--- src/rtl/usbirq_pkg.sv ---
package usbirq_pkg;
    localparam int REG_W         = 32;
    localparam int BIT_ENG_PEND  = 14;
    localparam int BIT_SOF_PEND  = 13;
    localparam int BIT_SOF_CLR   = 12;
    localparam int BIT_ENG_EN    = 11;
    localparam int BIT_SOF_EN    = 10;
    localparam int BIT_ROLE      = 4;
    localparam int BIT_CORE_RSTN = 2;
    localparam int BIT_PHY_EN    = 0;

    // storage bits: 18 and 11..0 (bit 12 is a command, not storage)
    localparam logic [REG_W-1:0] RW_MASK = 32'h0004_0FFF;
    localparam logic [REG_W-1:0] RST_VAL = 32'h0000_0810;

    typedef enum logic {
        PEND_IDLE   = 1'b0,
        PEND_ACTIVE = 1'b1
    } pend_state_e;
endpackage

--- src/rtl/usbirq_evt_merge.sv ---
module usbirq_evt_merge #(
    parameter int N_GEN = 8,
    parameter int N_TX  = 4,
    parameter int N_RX  = 4
) (
    input  logic [N_GEN-1:0] gen_evt,
    input  logic [N_TX-1:0]  tx_evt,
    input  logic [N_RX-1:0]  rx_evt,
    output logic             eng_hit
);
    localparam int N_ALL = N_GEN + N_TX + N_RX;

    logic [N_ALL-1:0] all_evt;

    assign all_evt = {rx_evt, tx_evt, gen_evt};

    // OR of every engine event source
    always_comb begin
        eng_hit = 1'b0;
        for (int i = 0; i < N_ALL; i++) begin
            eng_hit = eng_hit | all_evt[i];
        end
    end
endmodule

--- src/rtl/usbirq_pend_fsm.sv ---
module usbirq_pend_fsm
    import usbirq_pkg::*;
(
    input  logic clk,
    input  logic rst_n,
    input  logic set_i,
    input  logic clr_i,
    input  logic en_i,
    output logic pend_o,
    output logic irq_o
);
    pend_state_e state_q, state_d;

    // next-state logic; a set always beats a clear
    always_comb begin
        state_d = state_q;
        unique case (state_q)
            PEND_IDLE: begin
                if (set_i) state_d = PEND_ACTIVE;
            end
            PEND_ACTIVE: begin
                if (clr_i && !set_i) state_d = PEND_IDLE;
            end
            default: state_d = PEND_IDLE;
        endcase
    end

    // state register
    always_ff @(posedge clk or negedge rst_n) begin
        if (!rst_n) state_q <= PEND_IDLE;
        else        state_q <= state_d;
    end

    // outputs
    always_comb begin
        pend_o = (state_q == PEND_ACTIVE);
        irq_o  = pend_o && en_i;
    end
endmodule

--- src/rtl/usbirq_ctl_reg.sv ---
module usbirq_ctl_reg
    import usbirq_pkg::*;
(
    input  logic             clk,
    input  logic             rst_n,
    input  logic             wr_en,
    input  logic [REG_W-1:0] wdata,
    input  logic             eng_pend,
    input  logic             sof_pend,
    output logic [REG_W-1:0] ctl_q,
    output logic             sof_clr_cmd,
    output logic [REG_W-1:0] rdata
);
    // storage bits only; everything else stays at its reset value (0)
    always_ff @(posedge clk or negedge rst_n) begin
        if (!rst_n)     ctl_q <= RST_VAL;
        else if (wr_en) ctl_q <= (ctl_q & ~RW_MASK) | (wdata & RW_MASK);
    end

    assign sof_clr_cmd = wr_en && wdata[BIT_SOF_CLR];

    always_comb begin
        rdata               = ctl_q & RW_MASK;
        rdata[BIT_ENG_PEND] = eng_pend;
        rdata[BIT_SOF_PEND] = sof_pend;
    end
endmodule

--- src/rtl/usbirq_ctl.sv ---
module usbirq_ctl
    import usbirq_pkg::*;
#(
    parameter int N_GEN = 8,
    parameter int N_TX  = 4,
    parameter int N_RX  = 4
) (
    input  logic             clk,
    input  logic             rst_n,
    input  logic [N_GEN-1:0] gen_evt,
    input  logic [N_TX-1:0]  tx_evt,
    input  logic [N_RX-1:0]  rx_evt,
    input  logic             sof_evt,
    input  logic             reg_wr,
    input  logic             reg_rd,
    input  logic [31:0]      reg_wdata,
    output logic [31:0]      reg_rdata,
    output logic             irq_eng,
    output logic             irq_sof,
    output logic             role_device,
    output logic             core_rst_n,
    output logic             phy_en
);
    logic             eng_hit;
    logic             eng_pend;
    logic             sof_pend;
    logic             sof_clr_cmd;
    logic [REG_W-1:0] ctl_q;

    usbirq_evt_merge #(.N_GEN(N_GEN), .N_TX(N_TX), .N_RX(N_RX)) u_merge (
        .gen_evt (gen_evt),
        .tx_evt  (tx_evt),
        .rx_evt  (rx_evt),
        .eng_hit (eng_hit)
    );

    usbirq_ctl_reg u_reg (
        .clk         (clk),
        .rst_n       (rst_n),
        .wr_en       (reg_wr),
        .wdata       (reg_wdata),
        .eng_pend    (eng_pend),
        .sof_pend    (sof_pend),
        .ctl_q       (ctl_q),
        .sof_clr_cmd (sof_clr_cmd),
        .rdata       (reg_rdata)
    );

    // engine flag: cleared by a read
    usbirq_pend_fsm u_eng (
        .clk    (clk),
        .rst_n  (rst_n),
        .set_i  (eng_hit),
        .clr_i  (reg_rd),
        .en_i   (ctl_q[BIT_ENG_EN]),
        .pend_o (eng_pend),
        .irq_o  (irq_eng)
    );

    // frame flag: cleared by the write-one command bit
    usbirq_pend_fsm u_sof (
        .clk    (clk),
        .rst_n  (rst_n),
        .set_i  (sof_evt),
        .clr_i  (sof_clr_cmd),
        .en_i   (ctl_q[BIT_SOF_EN]),
        .pend_o (sof_pend),
        .irq_o  (irq_sof)
    );

    assign role_device = ctl_q[BIT_ROLE];
    assign core_rst_n  = ctl_q[BIT_CORE_RSTN];
    assign phy_en      = ctl_q[BIT_PHY_EN];
endmodule

--- config.mk ---
export PLATFORM = sky130hd
export DESIGN_NAME = usbirq_ctl
export DESIGN_NICKNAME = d
export VERILOG_FILES = /design/src/rtl/usbirq_pkg.sv /design/src/rtl/usbirq_evt_merge.sv /design/src/rtl/usbirq_pend_fsm.sv /design/src/rtl/usbirq_ctl_reg.sv /design/src/rtl/usbirq_ctl.sv
export SDC_FILE = /design/constraint.sdc
export NUM_CORES = 1
export LEC_CHECK = 0
export ABC_AREA = 1
export ABC_CLOCK_PERIOD_IN_PS = 1250
export BUFFER_PORTS_ARGS = -buffer_cell sky130_fd_sc_hd__buf_2
export CAP_MARGIN = 10
export CELL_PAD_IN_SITES_DETAIL_PLACEMENT = 1
export CELL_PAD_IN_SITES_GLOBAL_PLACEMENT = 2
export CORE_MARGIN = 2
export CORE_UTILIZATION = 17
export DETAILED_ROUTE_END_ITERATION = 6
export PLACE_DENSITY_LB_ADDON = 0.1
export RECOVER_POWER = 25
export SYNTH_ARGS = -nofsm -noshare
export SYNTH_HDL_FRONTEND = slang
export SYNTH_SLANG_ARGS = --single-unit
--- constraint.sdc ---
create_clock -name clk -period 1.25 [get_ports clk]
set_clock_uncertainty 0.1 [all_clocks]
set_input_delay 0.0625 -clock clk [delete_from_list [all_inputs] [get_ports clk]]
set_output_delay 0.0625 -clock clk [all_outputs]
set_load 0.02 [all_outputs]
Word level (Yosys, flattened, before mapping) --
Index checks and enable logic that the tools add are counted.
Word-level totals: input bits 53, output and inout bits 37, flip-flop bits (word level) 34
Operators by class: bitwise logic cells 18, muxes and demuxes 6, reduce and logical (&&, ||, !) cells 7
Operator list (number):
- $or 32x19->32 | 1
- $or 1x1->1 | 15
- $logic_and 1x1->1 | 5
- $mux 1 | 4
- $pmux 1 s2 | 2
- $logic_not 1->1 | 2
- $not 1->1 | 2

Depth between registers and ports, before layout --
Gate-level depths: netlist (run 1).
depth in word-level cells 19, depth in mapped cells 4, gate-level depth less buffers 4

Modules after synthesis --
From an unflattened synthesis (run 1), not the netlist that was laid out.
Unflattened totals: cell total of the unflattened synthesis 138, area, all modules 1042.2 um2
By module, submodules not included:
- usbirq_ctl_reg | instances 1, sequential area each 327.8 um2, cells an instance 109, area each 890.9 um2
- usbirq_pend_fsm | instances 2, sequential area each 25.0 um2, cells an instance 7, area each 47.5 um2
- usbirq_evt_merge | instances 1, sequential area each 0.0 um2, cells an instance 15, area each 56.3 um2

Worst setup path before layout (run 1) --
No wires, ideal clock.
kind register to register, start point reg u_reg.ctl_q[0] (netlist name), end point reg u_reg.ctl_q[0], required time 1025 ps, clock period less this slack 939 ps, path slack 311 ps, cell stages (with the launch flop) 2, data arrival time 714 ps, cell sequence dfrtp_1 mux2_2
RTL lines:
- end signal, assigned | RTL line usbirq_ctl_reg.sv:17 | else if (wr_en) ctl_q <= (ctl_q & ~RW_MASK) | (wdata & RW_MASK);
- end, declared | RTL line usbirq_ctl_reg.sv:10 | output logic [REG_W-1:0] ctl_q,

Final worst setup path (run 1) --
start point reg u_reg.ctl_q[11], end point out irq_eng
On the way: word-level cells in the longest chain between the ends 1
RTL lines:
- $logic_and 1x1->1 | RTL line usbirq_pend_fsm.sv:37 | irq_o = pend_o && en_i;
- end, declared | RTL line usbirq_ctl.sv:18 | output logic irq_eng,
No other way between the ends.

==> results.py, run 1 <==
metrics = {
    "run_status": {
        "status": "finished, final reports clean",
    },
    "global_route": {
        "grt_first_pass_wirelength_mm": 3.19,
        "grt_max_degree": 16,
        "grt_pass1_vias": 695,
        "antenna_found_initial": 0,
        "grtUsageTotal_pct": 7.96,
        "gr-total-overflow": 0,
    },
    "clock_network": {
        "cts_tree": "built",
        "clk_latency_ps": 240,
        "cts-htree-levels": 1,
        "clockBufferDepth": 2,
        "cts_root_buffer": "clkbuf_8",
        "cts.clk_slew.worst_paths_ps": 60,
        "numCtsBuffers": 3,
        "cts_sinks": 15,
    },
    "synthesis": {
        "synthTopCellsByArea": "dfrtp_1 40%, buf_4 22%, mux2_2 18%",
        "synthCells": 77,
        "ys_ff_latch": 15,
        "yosysWarnings": 0,
        "synth_top_area_share_pct": 40.0,
        "synth_area_leader_cell": "dfrtp_1",
        "postSynthAreaPerCell_um2": 10.6,
        "yosysUniqueCellTypes": 12,
        "ys_seq_area_share_pct": 46.5,
        "netlist_area_um2": 813,
    },
    "timing": {
        "fin_tns_setup_ps": 0,
        "hold_viol_final": 0,
        "setup_viol": 0,
        "timing.fmax_mhz": 853,
        "min_period_ps": 1170,
        "min_period_over_period_pct": 93.7,
        "timing.hold.ws_ps": 1.46,
        "setup_slack_ps": 78.2,
        "rsz0062_at_grt": "no",
        "drv_slew": 0,
    },
    "power": {
        "peakVddDrop_mv": 0.256,
        "p_leak_uw": 0.000659,
        "powerDensity_nw_per_um2": 1040,
        "total_power_uw": 1330,
    },
    "final_layout": {
        "fin_util_pct": 27.6,
        "n_antenna_cell": 0,
        "area_delta_synth_final_pct": 58.0,
        "drive_gt1_share_pct": 51.0,
        "nNetsFinal": 201,
    },
    "setup_path": {
        "cp_top_family": "flip-flops",
        "ff2ff_setup_slack_ps": 360,
        "crit_chain": "nand2_2 -> inv_2 -> buf_6",
        "worstPathRequired_ps": 1090,
        "critPathKind": "flop to primary output",
        "start_kind": "flop",
        "worst-path-max-fanout": 3,
        "critPathArrivalTime_ps": 1010,
        "cpPeakStageDelay_ps": 560,
        "crit_slowest_cell": "dfstp_2",
        "cp_num_buf_inv": 2,
        "critPathCaptureType": "primary output",
    },
    "place": {
        "gp_congestion": 0.617,
        "post-place-ws_ps": 263,
        "numPortBuffers": 54,
    },
    "die": {
        "initial_core_util_pct": 17.4,
        "num_rows": 25,
        "dieArea_um2": 5350,
        "coreArea_um2": 4660,
        "die_h_um": 73.2,
        "chipWidth_um": 73.2,
        "io_pins": 90,
    },
    "route": {
        "ant_nets": 0,
        "wire_per_inst_um": 10.4,
        "drc": 0,
        "first_pass_iters": 2,
        "vias_per_cell": 3.53,
        "dr_total_vias": 710,
        "wl_mm": 2.09,
        "drtIter0Drc": 10,
    },
    "run": {
        "cap_violations": 0,
    },
    "worst_hold_path": {
        "hp-class": "input port to flop",
    },
}
placed cells by master, fill, tap and decap left out, drive strengths merged:
master        n
dlygate4sd3  21
clkbuf        4
clkinv        1
inv           3
nand3         1
a21o          1
nand2         6
and2          1
dfrtp        13
buf          53
conb         17
dfstp         2
mux2         13
nor2         11
state kept, by name, indices dropped and copies added, names as in the netlist:
name and cells:
u_reg.ctl_q 13, u_eng.pend_o 1, u_sof.pend_o 1
timing repair:
item                                   CTS  global route
setup endpoints to repair                0             1
hold buffers                            21             0
endpoints found under the hold margin   30             0
setup buffers                            0             0
resized for setup                        0             4
metal layers:
metal	vias to the layer above	track usage [%]	wire length, µm
li1	340	-	-
met1	323	9.30	886
met2	45	13.3	993
met4	0	3.09	14
met5	-	0	0
met3	2	2.76	190
worst paths after layout:
path                                 startpoint             end  cells past startpoint
min in group asynchronous                 rst_n  u_reg.ctl_q[7]                      2
max in group asynchronous                 rst_n  u_reg.ctl_q[4]                      2
worst max-delay path            u_reg.ctl_q[11]         irq_eng                      3
worst min-delay path                  rx_evt[1]    u_eng.pend_o                      5
worst min register to register   u_reg.ctl_q[1]  u_reg.ctl_q[1]                      1
worst max register to register     u_eng.pend_o    u_eng.pend_o                      4
worst register-to-register path: stages, from the launching register on:
cell and delay, ps:
dfrtp_1 400, inv_1 60, nor2_1 40, nor2_1 100
nand3_1 80
synth_stat cells (all sizes together):
library cell,count
nand3,1
nand2,6
mux2,13
inv,3
buf,25
and2,1
a21o,1
dfrtp,13
dfstp,2
nor2,11
conb,1
metrics by stage:
stage                     instances  cell area, µm²
after floorplan                  93             873
after global placement          176            1020
after detailed placement        176            1020
after CTS                       201            1280
after global routing            201            1280
final                           201            1280
area by class of cell:
cell class	count	area, µm²
Sequential cell	15	378
Clock inverter	1	5.00
Inverter	3	11.3
Clock buffer	3	41.3
Timing Repair Buffer	75	487
Tap cell	54	67.6
Fill cell	558	3380
Multi-Input combinational cell	50	295
cells by family after synthesis:
kind of cell,Yosys count,share of synthesized area [%]
other cells,1,0.461
flops,15,46.5
buf+inv,28,24.9
mux,13,18.0
compound gates,1,0.923
simple gates,19,9.23
where the power goes:
part	switching [µW]	internal [µW]
registers	25.2	535
logic	208	170
clock network	175	221
total	408	926
Note: power is estimated with default switching activity, not from simulation.
==> run 2, diff against run 1 <==
--- a/config.mk
+++ b/config.mk
@@ -12,10 +12,11 @@
 export CELL_PAD_IN_SITES_DETAIL_PLACEMENT = 1
 export CELL_PAD_IN_SITES_GLOBAL_PLACEMENT = 2
 export CORE_MARGIN = 2
-export CORE_UTILIZATION = 17
+export CORE_UTILIZATION = 19
 export DETAILED_ROUTE_END_ITERATION = 6
 export PLACE_DENSITY_LB_ADDON = 0.1
 export RECOVER_POWER = 25
 export SYNTH_ARGS = -nofsm -noshare
 export SYNTH_HDL_FRONTEND = slang
+export SYNTH_HIERARCHICAL = 1
 export SYNTH_SLANG_ARGS = --single-unit
==> run 2 against run 1 <==
The run now ends with negative hold slack left. Global-route usage is 1.3 points higher. Synthesized cell count up 55%. Clock power barely moved. Critical path depth did not move. Die area down 0.97%. Register-to-register slack gained 70 ps. Sequential share of layout area increased by 0.70 points. Largest cell class unchanged. Largest power group unchanged.
==> results.py, run 2 <==
metrics = {
    "setup_path": {
        "critPathArrivalTime_ps": 1030,
        "crit_chain": "nand2_1 -> inv_1 -> buf_4",
        "cpPeakStageDelay_ps": 550,
        "critPathCaptureType": "primary output",
        "cp_top_family": "flip-flops",
        "worstPathRequired_ps": 1090,
        "crit_slowest_cell": "dfstp_2",
        "worst-path-max-fanout": 3,
        "critPathKind": "flop to primary output",
        "start_kind": "flop",
        "ff2ff_setup_slack_ps": 430,
        "cp_num_buf_inv": 2,
    },
    "power": {
        "p_leak_uw": 0.000744,
        "peakVddDrop_mv": 0.257,
        "powerDensity_nw_per_um2": 1030,
    },
    "global_route": {
        "busiest_layer": "met2",
        "gr-total-overflow": 0,
        "antenna_found_initial": 0,
        "met1_usage_pct": 9.86,
        "grt_first_pass_wirelength_mm": 3.71,
        "met2_usage_pct": 16.9,
        "grtUsageMet3_pct": 2.07,
        "grt_pass1_vias": 824,
        "grt_max_degree": 16,
        "grtUsageTotal_pct": 9.27,
    },
    "place": {
        "numPortBuffers": 54,
        "gp_congestion": 0.686,
        "dpl_cell_area_um2": 1050,
        "hpwl_mm": 1.74,
    },
    "clock_network": {
        "cts.clk_slew.worst_paths_ps": 70,
        "postCtsSetupBuffers": 0,
        "cts-htree-levels": 1,
        "clk_latency_ps": 250,
        "cts_sinks": 15,
        "clockBufferDepth": 2,
        "cts_root_buffer": "clkbuf_8",
        "numCtsBuffers": 3,
        "cts_tree": "built",
    },
    "worst_hold_path": {
        "hp-class": "input port to flop",
    },
    "route": {
        "dr_total_vias": 831,
        "wl_mm": 2.32,
        "drc": 0,
        "drtIter0Drc": 14,
        "ant_nets": 0,
        "wire_per_inst_um": 10.1,
        "first_pass_iters": 4,
        "vias_per_cell": 3.61,
    },
    "final_layout": {
        "stdcell_area_um2": 1250,
        "fillCellCount": 600,
        "nNetsFinal": 230,
        "area_delta_synth_final_pct": 39.5,
        "n_antenna_cell": 0,
        "drive_gt1_share_pct": 35.2,
        "final_common_cell": "buf_2",
        "fin_util_pct": 27.1,
        "final_cell_mix": "52 x buf_2, 51 x nand2_1, 17 x conb_1",
        "top_register": "u_reg/ctl_q",
        "largest_reg_flops": 13,
    },
    "run_status": {
        "violations": "negative hold slack",
        "status": "finished with violations",
    },
    "timing": {
        "min_period_ps": 1190,
        "hold_viol_final": 1,
        "rsz0062_at_grt": "no",
        "min_period_over_period_pct": 95.2,
        "setup_viol": 0,
        "fin_tns_setup_ps": 0,
        "timing.hold.ws_ps": -0.845,
        "drv_slew": 0,
        "timing.fmax_mhz": 841,
    },
    "run": {
        "cap_violations": 0,
    },
    "die": {
        "io_pins": 90,
        "initial_core_util_pct": 19.4,
        "die_h_um": 72.8,
        "dieArea_um2": 5300,
        "num_rows": 25,
        "coreArea_um2": 4630,
        "chipWidth_um": 72.8,
    },
    "synthesis": {
        "synthCells": 119,
        "yosysWarnings": 6,
        "netlist_area_um2": 900,
        "postSynthAreaPerCell_um2": 7.56,
    },
}
-- run 2: tightest hold or removal path, stage by stage --
cell,delay [ps]
buf_2,170
nand2_1,70
nand2_1,50
-- run 2: worst paths after layout --
check	from	end	cells past startpoint
hold reg to reg	u_reg/ctl_q[1]	u_reg/ctl_q[1]	2
min in group asynchronous	rst_n	u_reg/ctl_q[3]	2
max in group asynchronous	rst_n	u_reg/ctl_q[11]	2
hold / removal	reg_wr	u_reg/ctl_q[11]	3
setup reg to reg	u_reg/ctl_q[11]	u_reg/ctl_q[11]	2
setup / recovery	u_reg/ctl_q[11]	irq_eng	3
-- run 2: metal layers --
metal	share of wire [%]	vias to the layer above	routed length, µm
met3	8.4	4	194
met2	50	47	1160
met1	40	367	920
met5	0	-	0
met4	2.0	0	47
li1	-	413	-
-- run 2: cell type report --
class,count,area (µm²),share of cell area (%)
Inverter,8,30.0,2.39
Sequential cell,15,378,30.1
Clock inverter,1,5.00,0.399
Tap cell,54,67.6,5.38
Timing Repair Buffer,71,440,35.1
Multi-Input combinational cell,78,293,23.3
Clock buffer,3,41.3,3.29
-- run 2: report_power, final --
group	internal (µW)	switching (µW)
logic	134	212
registers	530	22.8
clock network	221	177
-- run 2: timing repair --
| item | CTS | global route |
|---|---|---|
| hold buffers | 16 | 0 |
| endpoints found under the setup margin | 0 | 1 |
| resized for setup | 0 | 1 |
| hold endpoints to repair | 30 | 0 |
-- run 2: through the flow --
stage | worst slack [ps] | power, µW | instances
floorplan | 356 | 835 | 135
global placement | 318 | 866 | 210
detailed placement | 308 | 872 | 210
CTS | 22.6 | 1330 | 230
global route | 3.05 | 1400 | 230
finish | 60.6 | 1300 | 230
==> run 3, diff against run 2 <==
--- a/config.mk
+++ b/config.mk
@@ -6,7 +6,7 @@
 export NUM_CORES = 1
 export LEC_CHECK = 0
 export ABC_AREA = 1
-export ABC_CLOCK_PERIOD_IN_PS = 1250
+export ABC_CLOCK_PERIOD_IN_PS = 1470
 export BUFFER_PORTS_ARGS = -buffer_cell sky130_fd_sc_hd__buf_2
 export CAP_MARGIN = 10
 export CELL_PAD_IN_SITES_DETAIL_PLACEMENT = 1
==> constraint.sdc (replaced) <==
create_clock -name clk -period 1.47 [get_ports clk]
set_clock_uncertainty 0.1 [all_clocks]
set_input_delay 0.0735 -clock clk [delete_from_list [all_inputs] [get_ports clk]]
set_output_delay 0.0735 -clock clk [all_outputs]
set_load 0.02 [all_outputs]
==> run 3 against run 2 <==
The run now ends clean. Sequential share of layout area is 0.30 points higher. Routed wire length fell by 0.90%. Cell area decreased by 1.0%. Worst setup slack better by 200 ps. Non-clock buffer count decreased by 1. Critical endpoint unchanged. Sequential power down 15%.
==> results.py, run 3 (synthesized netlist as in run 2, its figures left out) <==
metrics = {
    "run_status": {
        "status": "finished, final reports clean",
    },
    "power": {
        "p_sw_share_pct": 31.6,
        "total_power_uw": 1100,
        "pwr-share-comb_pct": 26.3,
        "p_leak_uw": 0.000733,
        "p_switching_uw": 348,
        "powerDensity_nw_per_um2": 886,
        "p_int_uw": 753,
        "seqPwrFrac_pct": 42.7,
        "clkPwrFrac_pct": 31.0,
        "peakVddDrop_mv": 0.226,
    },
    "clock_network": {
        "cts_sinks": 15,
        "cts.clk_slew.worst_paths_ps": 60,
        "cts_tree": "built",
        "clockBufferDepth": 2,
        "postCtsSetupBuffers": 0,
        "clk_latency_ps": 240,
        "cts-htree-levels": 1,
        "numCtsBuffers": 3,
        "cts_root_buffer": "clkbuf_8",
    },
    "final_layout": {
        "nNetsFinal": 229,
        "n_antenna_cell": 0,
        "top_register": "u_reg/ctl_q",
        "fin_cells": 229,
        "largest_reg_flops": 13,
        "stdcell_area_um2": 1240,
        "drive_gt1_share_pct": 33.7,
        "final_common_cell": "buf_2",
        "final_cell_mix": "53 x buf_2, 51 x nand2_1, 17 x conb_1",
        "area_delta_synth_final_pct": 38.1,
    },
    "timing": {
        "setup_viol": 0,
        "drv_slew": 0,
        "timing.fmax_mhz": 826,
        "min_period_over_period_pct": 82.4,
        "fin_tns_setup_ps": 0,
        "hold_viol_final": 0,
        "rsz0062_at_grt": "no",
        "tightest_slew_ps": 839,
        "min_period_ps": 1210,
        "timing.hold.ws_ps": 44.1,
        "timing.slew.headroom_pct": 44.0,
    },
    "setup_path": {
        "critPathArrivalTime_ps": 1040,
        "endpoint": "irq_eng",
        "critPathKind": "flop to primary output",
        "cp-startpoint": "u_reg/ctl_q[11]",
        "cp_num_buf_inv": 2,
        "cpPeakStageDelay_ps": 550,
        "worst-path-max-fanout": 3,
        "critPathCaptureType": "primary output",
        "ff2ff_setup_slack_ps": 650,
        "regToRegEndpoint": "u_reg/ctl_q[11]",
        "crit_chain": "nand2_1 -> inv_1 -> buf_2",
        "crit_slowest_cell": "dfstp_2",
        "timing.rr.start": "u_reg/ctl_q[11]",
        "crit_cells": 3,
        "cp_top_family": "flip-flops",
        "start_kind": "flop",
        "worstPathRequired_ps": 1300,
        "r2r_cells": 2,
    },
    "route": {
        "dr_total_vias": 818,
        "ant_nets": 0,
        "wire_per_inst_um": 10.0,
        "wl_mm": 2.30,
        "vias_per_cell": 3.57,
        "drtIter0Drc": 28,
        "drc": 0,
        "first_pass_iters": 2,
    },
    "die": {
        "die_h_um": 72.8,
        "num_rows": 25,
        "io_pins": 90,
        "coreArea_um2": 4630,
        "dieArea_um2": 5300,
        "chipWidth_um": 72.8,
        "initial_core_util_pct": 19.4,
    },
    "place": {
        "hpwl_mm": 1.69,
        "gp_congestion": 0.624,
        "numPortBuffers": 54,
        "dp_cells": 209,
        "dpl_cell_area_um2": 1040,
    },
    "global_route": {
        "gr-total-overflow": 0,
        "antenna_found_initial": 0,
        "grt_first_pass_wirelength_mm": 3.83,
        "grt_max_degree": 16,
        "grtUsageTotal_pct": 9.47,
        "grt_pass1_vias": 848,
    },
    "worst_hold_path": {
        "hp-class": "input port to flop",
    },
    "run": {
        "cap_violations": 0,
    },
}
-- run 3: cell count changes in the layout (fill, tap and decap cells not counted) --
cell	delta
clkbuf_2	-1
buf_4	-2
clkinv_2	-1
clkbuf_1	+2
buf_2	+1
-- run 3: worst min-delay path, stage by stage --
cell     delay, ps
buf_2           80
nand2_1         40
inv_1           40
inv_1           30
nand2_1         40
nand2_1         40
-- run 3: layer usage --
layer	part of all wire (%)	track usage [%]	vias to the layer above	wire length [µm]
met2	52	16.5	45	1190
met5	0	0	-	0
met1	39	11.1	360	898
li1	-	-	411	-
met3	8.0	2.07	2	183
met4	1.0	4.32	0	24
-- run 3: area by class of cell --
cell class	instances	area, µm²
Inverter	8	30.0
Tap cell	54	67.6
Fill cell	590	3390
Multi-Input combinational cell	78	293
Timing Repair Buffer	70	429
Clock buffer	4	45.0
Sequential cell	15	378
-- run 3: power groups by stage --
stage | Combinational, µW | Clock (µW) | Sequential (µW)
after floorplan | 226 | 0 | 484
after global placement | 258 | 0 | 476
after detailed placement | 260 | 0 | 478
after CTS | 293 | 359 | 471
after global routing | 322 | 389 | 475
final | 290 | 341 | 470
-- run 3: worst min path at each step --
stage | slack (ps) | end | startpoint | cells after the start
5_1_grt | 90 | u_reg/ctl_q[11] | reg_wr | 3
4_1_cts | 40 | u_sof/pend_o | reg_wdata[12] | 6
2_1_floorplan | -320 | u_eng/pend_o | rst_n | 0
6_report | 40 | u_sof/pend_o | reg_wdata[12] | 6
3_5_place_dp | -90 | u_reg/ctl_q[1] | rst_n | 1
3_3_place_gp | -90 | u_reg/ctl_q[1] | rst_n | 1
-- run 3: timing repair --
item / CTS / global route
hold buffers: 16 / 0
endpoints found under the setup margin: 0 / 0
endpoints found under the hold margin: 30 / 0
gates resized for setup: 0 / 0
-- run 3: per-stage QoR --
| stage | worst slack [ps] | util [%] |
|---|---|---|
| floorplan | 565 | - |
| global placement | 519 | 22.4 |
| detailed placement | 511 | 22.4 |
| CTS | 242 | 26.9 |
| global route | 195 | 26.8 |
| finish | 259 | 26.8 |
